## src/rtl/sw_pkg.sv

```systemverilog
package sw_pkg;

  // Which transition of a sampled signal an edge detector reports
  typedef enum logic {
    SW_EDGE_FALL = 1'b0,
    SW_EDGE_RISE = 1'b1
  } sw_pol_e;

  // Single-cycle edge events after synchronization
  typedef struct packed {
    logic chk_fall;
    logic cnt_rise;
  } sw_edges_t;

endpackage

```

## src/rtl/sw_edge_sync.sv

```systemverilog
module sw_edge_sync #(
  parameter int              SYNC_STAGES = 2,
  parameter sw_pkg::sw_pol_e POL         = sw_pkg::SW_EDGE_RISE
) (
  input  logic clk,
  input  logic rst,
  input  logic sig_in,
  output logic pulse
);
  localparam int LAST = SYNC_STAGES;

  // chain[0] is the newest sample; chain[LAST] is one cycle older than chain[LAST-1]
  logic [LAST:0] chain;

  always_ff @(posedge clk) begin
    if (rst) begin
      // load the live level so that leaving reset creates no edge
      chain <= {(LAST + 1){sig_in}};
    end else begin
      chain <= {chain[LAST-1:0], sig_in};
    end
  end

  generate
    if (POL == sw_pkg::SW_EDGE_RISE) begin : g_rise
      assign pulse = chain[LAST-1] & ~chain[LAST];
    end else begin : g_fall
      assign pulse = ~chain[LAST-1] & chain[LAST];
    end
  endgenerate

  // one sampled transition yields a one-cycle event
  p_pulse_single_r9: assert property (@(posedge clk) disable iff (rst)
    pulse |=> !pulse);

endmodule

```

## src/rtl/sw_skew_window.sv

```systemverilog
module sw_skew_window #(
  parameter int WIN_W = 8
) (
  input  logic             clk,
  input  logic             rst,
  input  logic             en,
  input  logic             start,
  input  logic             partner,
  input  logic [WIN_W-1:0] win,
  output logic             pending,
  output logic             err
);
  logic [WIN_W-1:0] age;
  logic             open_q;
  logic             expired;
  logic             reopen;

  // age counts cycles since the opening edge, starting at 1 one cycle later
  assign expired = (age >= win);
  assign reopen  = en & start & (open_q | ~partner);
  assign err     = en & open_q & ~partner & (start | expired);
  assign pending = open_q;

  always_ff @(posedge clk) begin
    if (rst || !en) begin
      open_q <= 1'b0;
      age    <= '0;
    end else if (reopen) begin
      open_q <= 1'b1;
      age    <= WIN_W'(1);
    end else if (open_q && (partner || expired)) begin
      open_q <= 1'b0;
      age    <= '0;
    end else if (open_q) begin
      age    <= age + WIN_W'(1);
    end
  end

  // a disabled detector keeps no window open
  p_off_idle_r8: assert property (@(posedge clk) disable iff (rst)
    !en |=> !pending);

  // an open window always carries a started age
  p_age_started_r1: assert property (@(posedge clk) disable iff (rst)
    pending |-> (age != '0));

  // an idle tracker reports no error
  p_err_needs_window_r1: assert property (@(posedge clk) disable iff (rst)
    !pending |-> !err);

endmodule

```

## src/rtl/sw_err_accum.sv

```systemverilog
module sw_err_accum #(
  parameter int ERR_LIMIT = 3
) (
  input  logic                              clk,
  input  logic                              rst,
  input  logic                              hit_a,
  input  logic                              hit_b,
  output logic [$clog2(ERR_LIMIT+1)-1:0]    err_cnt,
  output logic                              err_flag
);
  localparam int CW = $clog2(ERR_LIMIT + 1);

  logic [1:0]  hits;
  logic [CW:0] sum;
  logic [CW:0] limit_w;
  logic [CW-1:0] cnt_next;

  assign limit_w  = (CW + 1)'(ERR_LIMIT);
  assign hits     = {1'b0, hit_a} + {1'b0, hit_b};
  assign sum      = {1'b0, err_cnt} + (CW + 1)'(hits);
  assign cnt_next = (sum > limit_w) ? CW'(ERR_LIMIT) : sum[CW-1:0];

  always_ff @(posedge clk) begin
    if (rst) begin
      err_cnt  <= '0;
      err_flag <= 1'b0;
    end else begin
      err_cnt  <= cnt_next;
      err_flag <= err_flag | (sum >= limit_w);
    end
  end

  // the count never passes its ceiling
  p_cnt_ceiling_r5: assert property (@(posedge clk) disable iff (rst)
    err_cnt <= CW'(ERR_LIMIT));

  // the count moves by zero or one per cycle
  p_cnt_step_r5: assert property (@(posedge clk) disable iff (rst)
    1'b1 |=> (err_cnt == $past(err_cnt)) || (err_cnt == $past(err_cnt) + CW'(1)));

  // the flag is sticky
  p_flag_sticky_r6: assert property (@(posedge clk) disable iff (rst)
    err_flag |=> err_flag);

  // the flag and the count agree
  p_flag_at_limit_r6: assert property (@(posedge clk) disable iff (rst)
    err_flag |-> (err_cnt == CW'(ERR_LIMIT)));

endmodule

```

## src/rtl/skew_watch.sv

```systemverilog
module skew_watch #(
  parameter int WIN_W       = 8,
  parameter int SYNC_STAGES = 2,
  parameter int ERR_LIMIT   = 3
) (
  input  logic                           clk,
  input  logic                           rst,
  input  logic                           det_en,
  input  logic                           cnt_clk_in,
  input  logic                           chk_clk_in,
  input  logic [WIN_W-1:0]               win_fwd,
  input  logic [WIN_W-1:0]               win_rev,
  output logic [$clog2(ERR_LIMIT+1)-1:0] err_cnt,
  output logic                           err_flag
);
  import sw_pkg::*;

  localparam int NSIG = 2;

  logic [NSIG-1:0] raw;
  logic [NSIG-1:0] evt;
  sw_edges_t       edg;

  assign raw = {chk_clk_in, cnt_clk_in};

  // lane 0 watches the count clock rising, lane 1 the check clock falling
  generate
    for (genvar i = 0; i < NSIG; i++) begin : g_lane
      sw_edge_sync #(
        .SYNC_STAGES (SYNC_STAGES),
        .POL         ((i == 0) ? SW_EDGE_RISE : SW_EDGE_FALL)
      ) u_sync (
        .clk    (clk),
        .rst    (rst),
        .sig_in (raw[i]),
        .pulse  (evt[i])
      );
    end
  endgenerate

  assign edg.cnt_rise = evt[0];
  assign edg.chk_fall = evt[1];

  logic pend_fwd, pend_rev;
  logic err_fwd, err_rev;
  logic start_fwd, start_rev;

  // an edge that answers the other direction's open window opens nothing;
  // simultaneous edges are settled by the forward tracker alone
  assign start_fwd = edg.cnt_rise & ~pend_rev;
  assign start_rev = edg.chk_fall & ~pend_fwd & ~edg.cnt_rise;

  sw_skew_window #(.WIN_W(WIN_W)) u_win_fwd (
    .clk     (clk),
    .rst     (rst),
    .en      (det_en),
    .start   (start_fwd),
    .partner (edg.chk_fall),
    .win     (win_fwd),
    .pending (pend_fwd),
    .err     (err_fwd)
  );

  sw_skew_window #(.WIN_W(WIN_W)) u_win_rev (
    .clk     (clk),
    .rst     (rst),
    .en      (det_en),
    .start   (start_rev),
    .partner (edg.cnt_rise),
    .win     (win_rev),
    .pending (pend_rev),
    .err     (err_rev)
  );

  sw_err_accum #(.ERR_LIMIT(ERR_LIMIT)) u_accum (
    .clk      (clk),
    .rst      (rst),
    .hit_a    (err_fwd),
    .hit_b    (err_rev),
    .err_cnt  (err_cnt),
    .err_flag (err_flag)
  );

  // the two directions never hold a window at the same time
  p_single_window_r2: assert property (@(posedge clk) disable iff (rst)
    !(pend_fwd && pend_rev));

  // nothing is counted while the detector is disabled
  p_hold_when_off_r8: assert property (@(posedge clk) disable iff (rst)
    !det_en |=> $stable(err_cnt));

  // the first cycle after reset starts from a clear state
  p_reset_clear_r7: assert property (@(posedge clk)
    rst |=> (err_cnt == '0) && !err_flag);

endmodule

```

## config.mk

```make
export PLATFORM = sky130hd
export DESIGN_NAME = skew_watch
export DESIGN_NICKNAME = d
export VERILOG_FILES = /design/src/rtl/sw_pkg.sv /design/src/rtl/sw_edge_sync.sv /design/src/rtl/sw_skew_window.sv /design/src/rtl/sw_err_accum.sv /design/src/rtl/skew_watch.sv
export SDC_FILE = /design/constraint.sdc
export NUM_CORES = 1
export LEC_CHECK = 0
export BUFFER_PORTS_ARGS = -buffer_cell sky130_fd_sc_hd__buf_2
export CORE_MARGIN = 2
export CORE_UTILIZATION = 61
export DETAILED_ROUTE_END_ITERATION = 16
export PLACE_DENSITY = 0.84
export SYNTH_ARGS = -nofsm -noshare
export SYNTH_HDL_FRONTEND = slang
export SYNTH_SLANG_ARGS = --single-unit
```

## constraint.sdc

```tcl
create_clock -name clk -period 4.55 [get_ports clk]
set_input_delay 0.2275 -clock clk [delete_from_list [all_inputs] [get_ports clk]]
set_output_delay 0.2275 -clock clk [all_outputs]
set_load 0.03 [all_outputs]
```

==> results of run 1 <==
through the flow:
step,setup WS [ns],std cells
floorplan,2.08,195
global placement,2.01,243
detailed placement,1.88,243
CTS,1.82,249
global route,1.72,249
finish,1.81,249
cell usage after synthesis, drive strengths merged, types with 2 or more instances:
library cell,instances,area share
nor3b,3,0.017
clkbuf,2,0.0045
o21a,2,0.0091
nand2,16,0.041
nor2,14,0.032
or3,2,0.0076
dfxtp,27,0.33
a21o,3,0.014
nand2b,4,0.015
o21ai,5,0.015
and3,3,0.011
nand3,8,0.024
o31ai,2,0.0091
buf,3,0.017
a31oi,4,0.015
xor2,6,0.032
o211ai,3,0.014
nand4,8,0.030
a21oi,15,0.048
inv,26,0.059
nand3b,2,0.0091
a211oi,3,0.014
or4,2,0.0091
ha,21,0.16
nor2b,2,0.0076
kinds of logic after synthesis:
group	count (synthesis)
buffers and inverters	31
adders and majority gates	22
and+or+nand+nor	67
xor gates and xnor gates	7
DFF	27
AOI/OAI and AO/OA	41
layout make-up:
class / count / area, sq um / area share
inverters: 26 / 97.6 / 0.0536
clock buffers: 3 / 22.5 / 0.0124
well taps: 30 / 37.5 / 0.0206
clock inverters: 1 / 8.76 / 0.00481
repair buffers: 25 / 135 / 0.0742
multi-input cells: 137 / 978 / 0.537
flip-flops and latches: 27 / 541 / 0.297
report_power, final:
group | total, mW | switching, mW | internal [mW]
Clock | 0.114 | 0.0783 | 0.0360
Sequential | 0.246 | 0.00427 | 0.242
Combinational | 0.0490 | 0.0275 | 0.0216
worst paths after layout:
path,depth (start not counted),endpoint,start
worst max-delay path,10,u_accum.err_flag$_SDFF_PP0_,u_win_fwd.age[2]$_SDFFE_PP0P_
worst min-delay path,2,u_accum.err_cnt[1]$_SDFF_PP0_,rst
worst max register to register,10,u_accum.err_flag$_SDFF_PP0_,u_win_fwd.age[2]$_SDFFE_PP0P_
worst min register to register,2,g_lane[0].u_sync.chain[1]$_DFF_P_,g_lane[0].u_sync.chain[0]$_DFF_P_
worst max-delay path, cell delays in order, from the launching register on:
cell	delay, ns
dfxtp_1	0.46
ha_1	0.27
or3_1	0.37
a21oi_1	0.23
o31ai_1	0.13
o2111a_1	0.27
fa_1	0.45
inv_1	0.09
ha_1	0.22
nand3b_1	0.08
a21oi_1	0.06
layer usage:
layer | part of all wire | vias to the layer above
li1 | - | 729
met1 | 0.45 | 666
met2 | 0.49 | 45
met3 | 0.053 | 6
met4 | 0.011 | 0
met5 | 0 | -
state kept, by name, summed over array words and instances, names as in the netlist:
register             cells
u_win_rev.age            8
u_accum.err_cnt          2
u_win_fwd.pending        1
u_win_fwd.age            8
g_lane.u_sync.chain      6
u_win_rev.pending        1
u_accum.err_flag         1
repair_timing:
action,in CTS,in global routing
endpoints found under the hold margin,2,0
hold buffers,2,0
setup buffers,0,0
==> key figures, run 1 <==
Timing
  – Final Hold Viols: 0
  – Setup Viol. Count Final: 0
  – Slew Limit Fails: 0
  – Hold Worst Slack: about 0.14 ns
  – Slew HR: 0.666
  – Worst Skew: 0.00451 ns
  – Final worst-path cycle share: 0.603
  – Slew @ Worst Pin: 0.501 ns
  – RSZ-0062 raised after global routing: false
  – Max Freq: 365 MHz
  – Setup TNS: 0 ns
  – Tmin final: 2.74 ns

Yosys
  – Number of flops mapped to enable cells by yosys: 0
  – Mean Syn Cell Area: ~8.5 sq um
  – Cells after synthesis: just under 200
  – Net count after synthesis: 238
  – Xor-xnor portion of the synthesized cell area: 0.0371
  – Simple-gate area share of the yosys netlist: 0.216
  – Post-Synth Adder-Cell Area: 0.171
  – Post-synthesis mux area share: 0
  – Post-synthesis async set-or-reset flop share: 0
  – Mapped Area: 1650 sq um
  – Distinct cells, synth: 39
  – Ys Warns: 0
  – Post-synthesis compound-gate area fraction: 0.168
  – Synth Flop Type: dfxtp_1
  – Largest family of logic cells by synthesized area: simple AND/OR/NAND/NOR gates
  – Synth Register Bits: 27
  – Sequential area share after synthesis: 0.327

Finish
  – Final Cell Area: 1820 sq um
  – Final #Nets: 263
  – Layout cells sized above 1: 0.151
  – Filler cell count: 202
  – Area grow syn2layout: 10.2%
  – Commonest non-fill, non-tap cells in the layout: 27 x dfxtp_1, 26 x inv_1, 23 x buf_2
  – Final core occ: 0.722
  – Most common cell after layout, fill and taps aside: dfxtp_1
  – Inserted Diodes: 0

Floorplanning
  – Core area: approximately 2500 sq um
  – Die area: 3140 sq um
  – Die height: approximately 56 microns
  – Num rows: 18
  – Ports: 24
  – Die W: 56.0 microns
  – Initial Util: 0.655

Drt
  – First-pass DRT Iterations: 4
  – Total routed wirelength: between 3000 and 4000 microns
  – Via count: around 1400
  – Starting DRT DRC Count: 69
  – DRC Markers: 0
  – Via density per instance: just under 6
  – Antenna Nets Post-Route: 0
  – Average wire per standard cell: 13.0 microns

Clocking
  – CTS Buf Count: 3
  – Worst-path clk slew: roughly 0.16 ns
  – CTS Buffer Depth: 2
  – Clock tree sinks: 27
  – Post-CTS sizing: 0
  – CTS tree: built
  – Root Buffer: clkbuf_4
  – CTS H-tree lvls: 1
  – Worst skew pair latency: 0.34 ns

Pwr
  – Pwr Total: 0.409 mW
  – VDD IR max: ~0.23 mV
  – Leak pwr: a little under 0.9 nW
  – P per Cell Area: 225 nW/um^2

GRT
  – Overall Global Routing Usage: 0.221
  – Grt total ovfl: 0
  – Met1 GRT Util: 0.259
  – Largest net degree at the start of global routing: 18
  – Met2 Track Usage GR: 0.393
  – First-pass GRT wire length: 5720 microns
  – Global-route track usage on met3: 0.0558
  – Vias in the first global route: around 1400
  – Initial antenna violation count: 0
  – Gr busiest metal: met2

Setup path
  – Crit path arrival time: 2.99 ns
  – R2R Setup Slk: 1.81 ns
  – Worst setup SP type: register
  – Kind of critical path: register to register
  – Critical Path RT: 4.80 ns
  – CP max FO: 7
  – Critical Path End Type: register

Placed design
  – HPWL after detailed placement: 2540 microns
  – Gpl congestion: ~0.76
  – Post-placement cell area: between 1500 and 2000 sq um
  – PortBufs: 23

Run
  – Max Cap Violations: 0

Status
  – Outcome: finished, final reports clean

Hold path
  – Hold WC Path Type: input port to register
Note: power is estimated with default switching activity, not from simulation.
==> run 2: changes to the inputs <==
Settings changed: CORE_UTILIZATION 61 to 56, PLACE_DENSITY 0.84 to 0.78.
Clock period 4.55 ns to 2.7 ns, I/O delays scaled along.
==> run 2 against run 1 <==
Effect of this change: combinational power rose by 79%; worst setup slack got worse by 1.7 ns; non-clock buffer count up 3; sequential share of layout area down 0.25 points; total power increased by 66%; critical path depth down 1; clock skew grew 0.0042 ns; cell count rose by 1.6%; register-to-register slack worse by 1.7 ns; core utilization is 5.9 points lower.
==> key figures, run 2 (synthesis results as in run 1) <==
Status
  – Outcome: finished, final reports clean

Clocking
  – Worst-path clk slew: 0.14 ns (-0.02 ns)
  – Clock tree sinks: 27 (unchanged)
  – CTS Buffer Depth: 2 (unchanged)
  – CTS H-tree lvls: 1 (unchanged)
  – Root Buffer: clkbuf_4
  – CTS Buf Count: 3 (unchanged)
  – CTS tree: built
  – Worst skew pair latency: 0.34 ns (about the same)

Finish
  – Final #Nets: 266 (+1.1%)
  – Layout cells sized above 1: 0.171 (+0.0205)
  – Inserted Diodes: 0 (unchanged)
  – Commonest non-fill, non-tap cells in the layout: 26 x inv_1, 25 x dfxtp_1, 23 x buf_2
  – Register area: 543 sq um (+0.46%)
  – Area grow syn2layout: 11.7%
  – Filler cell count: 250 (+24%)
  – Most common cell after layout, fill and taps aside: inv_1
  – Top Registers: u_win_fwd.age: 8 flops, u_win_rev.age: 8 flops, g_lane.u_sync.chain: 6 flops
  – Final core occ: 0.663 (-0.0587)
  – Final Cell Area: 1840 sq um (+1.3%)
  – Area of the multi-input gates: 981 sq um (+0.26%)

Setup path
  – Reg2reg path depth: 9 (-1)
  – Kind of critical path: register to register
  – Critical R2R Launch: u_win_fwd.age[4]$_SDFFE_PP0P_
  – R2R Setup Slk: 0.13 ns (-1.68 ns)
  – Critical Path RT: 2.99 ns (-1.81 ns)
  – Crit path arrival time: 2.86 ns (-0.13 ns)
  – Worst setup SP type: register
  – Critical R2R Capture: u_accum.err_flag$_SDFF_PP0_
  – Critical Path End Type: register
  – CP max FO: 4 (-3)

Drt
  – Total routed wirelength: 3360 microns (+4.0%)
  – Via count: 1431 (-1.0%)
  – Starting DRT DRC Count: 75 (+8.7%)
  – Average wire per standard cell: 13.3 microns (+2.4%)
  – First-pass DRT Iterations: 4 (unchanged)
  – Via density per instance: 5.66 (-2.6%)
  – DRC Markers: 0 (unchanged)
  – Antenna Nets Post-Route: 0 (unchanged)

Hold path
  – Hold WC Path Type: input port to register
  – Hold Path Origin: rst
  – Hold path depth: 2 (unchanged)
  – Hold Crit Endpoint: u_accum.err_cnt[1]$_SDFF_PP0_

Pwr
  – Pwr Total: 0.679 mW (+66%)
  – Leak pwr: 0.875 nW (+1.2%)
  – Sequential Power Share: 0.606 (+0.005)
  – Switching share of power: 0.259 (-0.00951)
  – Int Power: 0.503 mW (+68%)
  – Combinational group share of total power: 0.129 (+0.009)
  – Psw: 0.176 mW (+60%)
  – VDD IR max: 0.383 mV (+68%)
  – P per Cell Area: 368 nW/um^2 (+64%)
  – Clock power share: 0.264 (-0.015)

Timing
  – Hold Worst Slack: 0.0390 ns (-0.0970 ns)
  – Tmin final: 2.57 ns (-0.172 ns)
  – Slew @ Worst Pin: 0.521 ns (+0.0203 ns)
  – Worst Skew: 0.00870 ns (+0.00419 ns)
  – Setup Viol. Count Final: 0 (unchanged)
  – Slew Limit Fails: 0 (unchanged)
  – Slew HR: 0.652 (-0.0135)
  – Final worst-path cycle share: 0.952 (+0.349)
  – Final Hold Viols: 0 (unchanged)
  – Max Freq: 389 MHz (+6.7%)
  – Final worst slack: 0.129 ns (-1.68 ns)

Floorplanning
  – Num rows: 19 (+1)
  – Die area: 3400 sq um (+8.3%)
  – Initial Util: 0.594 (-0.0610)
  – Core area: 2780 sq um (+10%)
  – Ports: 24 (unchanged)
  – Die height: 58.3 microns (+4.1%)
  – Die W: 58.3 microns (+4.1%)

Placed design
  – Post-placement cell area: 1790 sq um (+1.3%)
  – Gpl congestion: 0.858 (+13%)
  – PortBufs: 23 (unchanged)
  – HPWL after detailed placement: 2570 microns (+0.98%)
  – DP Worst Slack: 0.0824 ns (-1.80 ns)

GRT
  – Largest net degree at the start of global routing: 15 (-3)
  – Initial antenna violation count: 0 (unchanged)
  – Overall Global Routing Usage: 0.225 (+0.00433)
  – Vias in the first global route: 1475 (+4.8%)
  – Grt total ovfl: 0 (unchanged)
  – First-pass GRT wire length: 5960 microns (+4.2%)

Run
  – Max Cap Violations: 0 (unchanged)
[run 2: cell count changes in the layout (fill, tap and decap cells not counted)]
| cell | change |
|---|---|
| buf_4 | +3 |
| dfxtp_1 | -2 |
| dfxtp_2 | +2 |
| clkbuf_1 | +1 |
| fa_1 | -1 |
| fa_2 | +1 |
| inv_6 | -1 |
[run 2: stage by stage]
step	TNS [ns]	cells
2_1_floorplan	0	195
3_3_place_gp	0	247
3_5_place_dp	0	247
4_1_cts	0	253
5_1_grt	-0.0103	253
6_report	0	253
[run 2: worst max path at each step]
stage	startpoint	endpoint	depth (start not counted)	slack, ns
floorplan	u_win_fwd.age[1]$_SDFFE_PP0P_	u_accum.err_flag$_SDFF_PP0_	10	0.23
global placement	u_win_fwd.age[1]$_SDFFE_PP0P_	u_accum.err_flag$_SDFF_PP0_	10	0.18
detailed placement	u_win_fwd.age[1]$_SDFFE_PP0P_	u_accum.err_flag$_SDFF_PP0_	10	0.08
CTS	u_win_fwd.age[2]$_SDFFE_PP0P_	u_accum.err_flag$_SDFF_PP0_	9	0.05
global route	u_win_fwd.age[4]$_SDFFE_PP0P_	u_accum.err_flag$_SDFF_PP0_	9	-0.01
finish	u_win_fwd.age[4]$_SDFFE_PP0P_	u_accum.err_flag$_SDFF_PP0_	9	0.13
[run 2: layer usage]
metal  vias to the layer above  GRT usage  share of wire
met1                       653      0.277           0.47
li1                        733          -              -
met4                         0      0.126          0.017
met5                         -          0              0
met3                         5     0.0286          0.039
met2                        40      0.379           0.47
[run 2: cell type report]
class,count,area share
sequential,27,0.294
timing repair buffer,28,0.0855
tap,31,0.0210
multi-input combinational,137,0.532
inverter,26,0.0529
clock buffer,4,0.0142
[run 2: power by group through the flow]
stage	combinational [mW]	clock (mW)	sequential [mW]
after floorplan	0.0570	0	0.420
after global placement	0.0791	0	0.420
after detailed placement	0.0845	0	0.421
after CTS	0.0875	0.185	0.412
after global routing	0.101	0.202	0.413
final	0.0879	0.179	0.412
[run 2: repair_timing]
action / 4_1_cts / 5_1_grt
buffers inserted: 0 / 0
resized for setup: 0 / 3
endpoints found under the hold margin: 2 / 0
hold buffers: 2 / 0
endpoints found under the setup margin: 0 / 2
[run 2: worst max-delay path: stages, from the launching register on]
cell      delay (ns)
dfxtp_1         0.37
ha_1            0.20
or4_1           0.55
a21oi_2         0.17
o31ai_1         0.10
o2111a_1        0.27
fa_2            0.39
ha_1            0.19
nand3b_1        0.15
a21oi_1         0.13
==> run 3: changes to the inputs <==
Settings changed: PLACE_DENSITY 0.78 to 0.89.
==> run 3 against run 2 <==
Effect of this change: via count shrank 0.70%; die area is the same; first-iteration DRC count shrank 55%; combinational power grew 2%; highest routed layer unchanged; critical endpoint unchanged; clock power is essentially flat.
==> key figures, run 3 (synthesis results as in run 1) <==
Setup path
  – Slowest-stage cell, CP: or4_1
  – Critical Path End Type: register
  – Most used cell, CP: ha_1
  – Kind of critical path: register to register
  – Worst setup SP type: register
  – Critical path's largest stage delay: 0.55 ns (about the same)
  – R2R Setup Slk: 0.11 ns (about the same)
  – Critical R2R Capture: u_accum.err_flag$_SDFF_PP0_
  – Crit path arrival time: 2.85 ns (about the same)
  – Reg2reg path depth: 9 (unchanged)
  – Crit path cell chain: ha_1 -> or4_1 -> a21oi_2 -> o31ai_1 -> o2111a_1 -> fa_1 -> ha_1 -> nand3b_1 -> a21oi_1
  – CP max FO: 4 (unchanged)
  – Critical Path RT: 2.96 ns (-0.03 ns)
  – Critical R2R Launch: u_win_fwd.age[4]$_SDFFE_PP0P_

Placed design
  – PortBufs: 23 (unchanged)
  – Gpl congestion: 0.872 (+1.6%)
  – HPWL after detailed placement: 2400 microns (-6.4%)
  – DP Worst Slack: 0.126 ns (+0.0441 ns)

Pwr
  – P per Cell Area: 364 nW/um^2 (-1.2%)
  – Pwr Total: 0.679 mW (-0.11%)
  – Psw: 0.173 mW (-1.7%)
  – Clock power share: 0.261 (-0.003)
  – VDD IR max: 0.345 mV (-9.9%)
  – Leak pwr: 0.892 nW (+2.0%)
  – Sequential Power Share: 0.607 (about the same)
  – Int Power: 0.506 mW (+0.46%)
  – Switching share of power: 0.255 (-0.00421)
  – Combinational group share of total power: 0.132 (+0.003)

Clocking
  – CTS Buf Count: 3 (unchanged)
  – CTS H-tree lvls: 1 (unchanged)
  – Root Buffer: clkbuf_4
  – Worst skew pair latency: 0.32 ns (-0.02 ns)
  – CTS tree: built
  – CTS Buffer Depth: 2 (unchanged)
  – Clock tree sinks: 27 (unchanged)
  – Worst-path clk slew: 0.14 ns (about the same)

Hold path
  – Hold path depth: 2 (unchanged)
  – Hold Crit Endpoint: u_accum.err_cnt[1]$_SDFF_PP0_
  – Hold Path Origin: rst
  – Hold WC Path Type: input port to register

Floorplanning
  – Die area: 3400 sq um (unchanged)
  – Ports: 24 (unchanged)
  – Num rows: 19 (unchanged)
  – Die W: 58.3 microns (unchanged)
  – Die height: 58.3 microns (unchanged)
  – Initial Util: 0.594 (unchanged)
  – Core area: 2780 sq um (unchanged)

GRT
  – Grt total ovfl: 0 (unchanged)
  – Vias in the first global route: 1269 (-14%)
  – Overall Global Routing Usage: 0.209 (-0.0165)
  – First-pass GRT wire length: 5440 microns (-8.7%)
  – Largest net degree at the start of global routing: 15 (unchanged)
  – Initial antenna violation count: 0 (unchanged)

Drt
  – Starting DRT DRC Count: 34 (-55%)
  – Via density per instance: 5.55 (-1.9%)
  – First-pass DRT Iterations: 4 (unchanged)
  – DRC Markers: 0 (unchanged)
  – Average wire per standard cell: 12.2 microns (-8.2%)
  – Antenna Nets Post-Route: 0 (unchanged)
  – Total routed wirelength: 3120 microns (-7.1%)
  – Via count: 1421 (-0.70%)

Timing
  – Slew HR: 0.769 (+0.117)
  – Final Hold Viols: 0 (unchanged)
  – Slew @ Worst Pin: 0.345 ns (-0.176 ns)
  – Hold Worst Slack: 0.0466 ns (+0.00765 ns)
  – Worst Skew: 0.00397 ns (-0.00473 ns)
  – Setup Viol. Count Final: 0 (unchanged)
  – Final worst-path cycle share: 0.958 (+0.00555)
  – Slew Limit Fails: 0 (unchanged)
  – Tmin final: 2.59 ns (+0.0150 ns)
  – Max Freq: 387 MHz (-0.58%)
  – Final worst slack: 0.114 ns (-0.0150 ns)

Finish
  – Final #Nets: 269 (+1.1%)
  – Layout cells sized above 1: 0.178 (+0.00661)
  – Final core occ: 0.670 (+0.00720)
  – Area grow syn2layout: 12.9%
  – Top Registers: u_win_fwd.age: 8 flops, u_win_rev.age: 8 flops, g_lane.u_sync.chain: 6 flops
  – Inserted Diodes: 0 (unchanged)
  – Most common cell after layout, fill and taps aside: inv_1
  – Commonest non-fill, non-tap cells in the layout: 26 x inv_1, 25 x dfxtp_1, 23 x buf_2

Status
  – Outcome: finished, final reports clean

Run
  – Max Cap Violations: 0 (unchanged)
run 3: worst max-delay path by stage:
stage	cells past startpoint	start	end	slack [ns]
2_1_floorplan	10	u_win_fwd.age[1]$_SDFFE_PP0P_	u_accum.err_flag$_SDFF_PP0_	0.23
3_3_place_gp	10	u_win_fwd.age[2]$_SDFFE_PP0P_	u_accum.err_flag$_SDFF_PP0_	0.17
3_5_place_dp	10	u_win_fwd.age[4]$_SDFFE_PP0P_	u_accum.err_flag$_SDFF_PP0_	0.13
4_1_cts	9	u_win_fwd.age[4]$_SDFFE_PP0P_	u_accum.err_flag$_SDFF_PP0_	0.08
5_1_grt	10	u_win_fwd.age[4]$_SDFFE_PP0P_	u_accum.err_flag$_SDFF_PP0_	-0.002
6_report	9	u_win_fwd.age[4]$_SDFFE_PP0P_	u_accum.err_flag$_SDFF_PP0_	0.11
run 3: layout make-up:
type,count,area (sq um)
inverters,26,97.6
clock buffers,4,26.3
fillers,240,917
multi-input cells,137,978
well taps,31,38.8
repair buffers,31,180
flip-flops and latches,27,543
run 3: power groups by stage:
stage | sequential (mW) | clock (mW) | combinational (mW)
2_1_floorplan | 0.420 | 0 | 0.0570
3_3_place_gp | 0.420 | 0 | 0.0828
3_5_place_dp | 0.421 | 0 | 0.0848
4_1_cts | 0.412 | 0.179 | 0.0880
5_1_grt | 0.413 | 0.199 | 0.101
6_report | 0.412 | 0.177 | 0.0896
run 3: through the flow:
step / std cells / TNS, ns / cell area (sq um)
2_1_floorplan: 195 / 0 / 1650
5_1_grt: 256 / -0.00172 / 1860
3_5_place_dp: 249 / 0 / 1810
3_3_place_gp: 249 / 0 / 1810
6_report: 256 / 0 / 1860
4_1_cts: 255 / 0 / 1850
run 3: per-layer routing:
metal,global-route usage,vias to the layer above,routed length [microns]
li1,-,744,-
met1,0.275,646,1540
met2,0.339,25,1420
met3,0.0308,6,102
met4,0.0930,0,55
met5,0,-,0
run 3: critical path, delay by kind of cell, from the launching register on:
| family | cells | cell delay [ns] |
|---|---|---|
| fa+ha+maj | 3 | 0.82 |
| flops | 1 | 0.36 |
| simple gates | 2 | 0.70 |
| compound gates | 4 | 0.65 |
run 3: timing repair:
action                                  4_1_cts  5_1_grt
endpoints found under the hold margin         2        0
hold buffers                                  2        0
resized for setup                             0        2
endpoints found under the setup margin        0        1
setup buffers                                 0        1
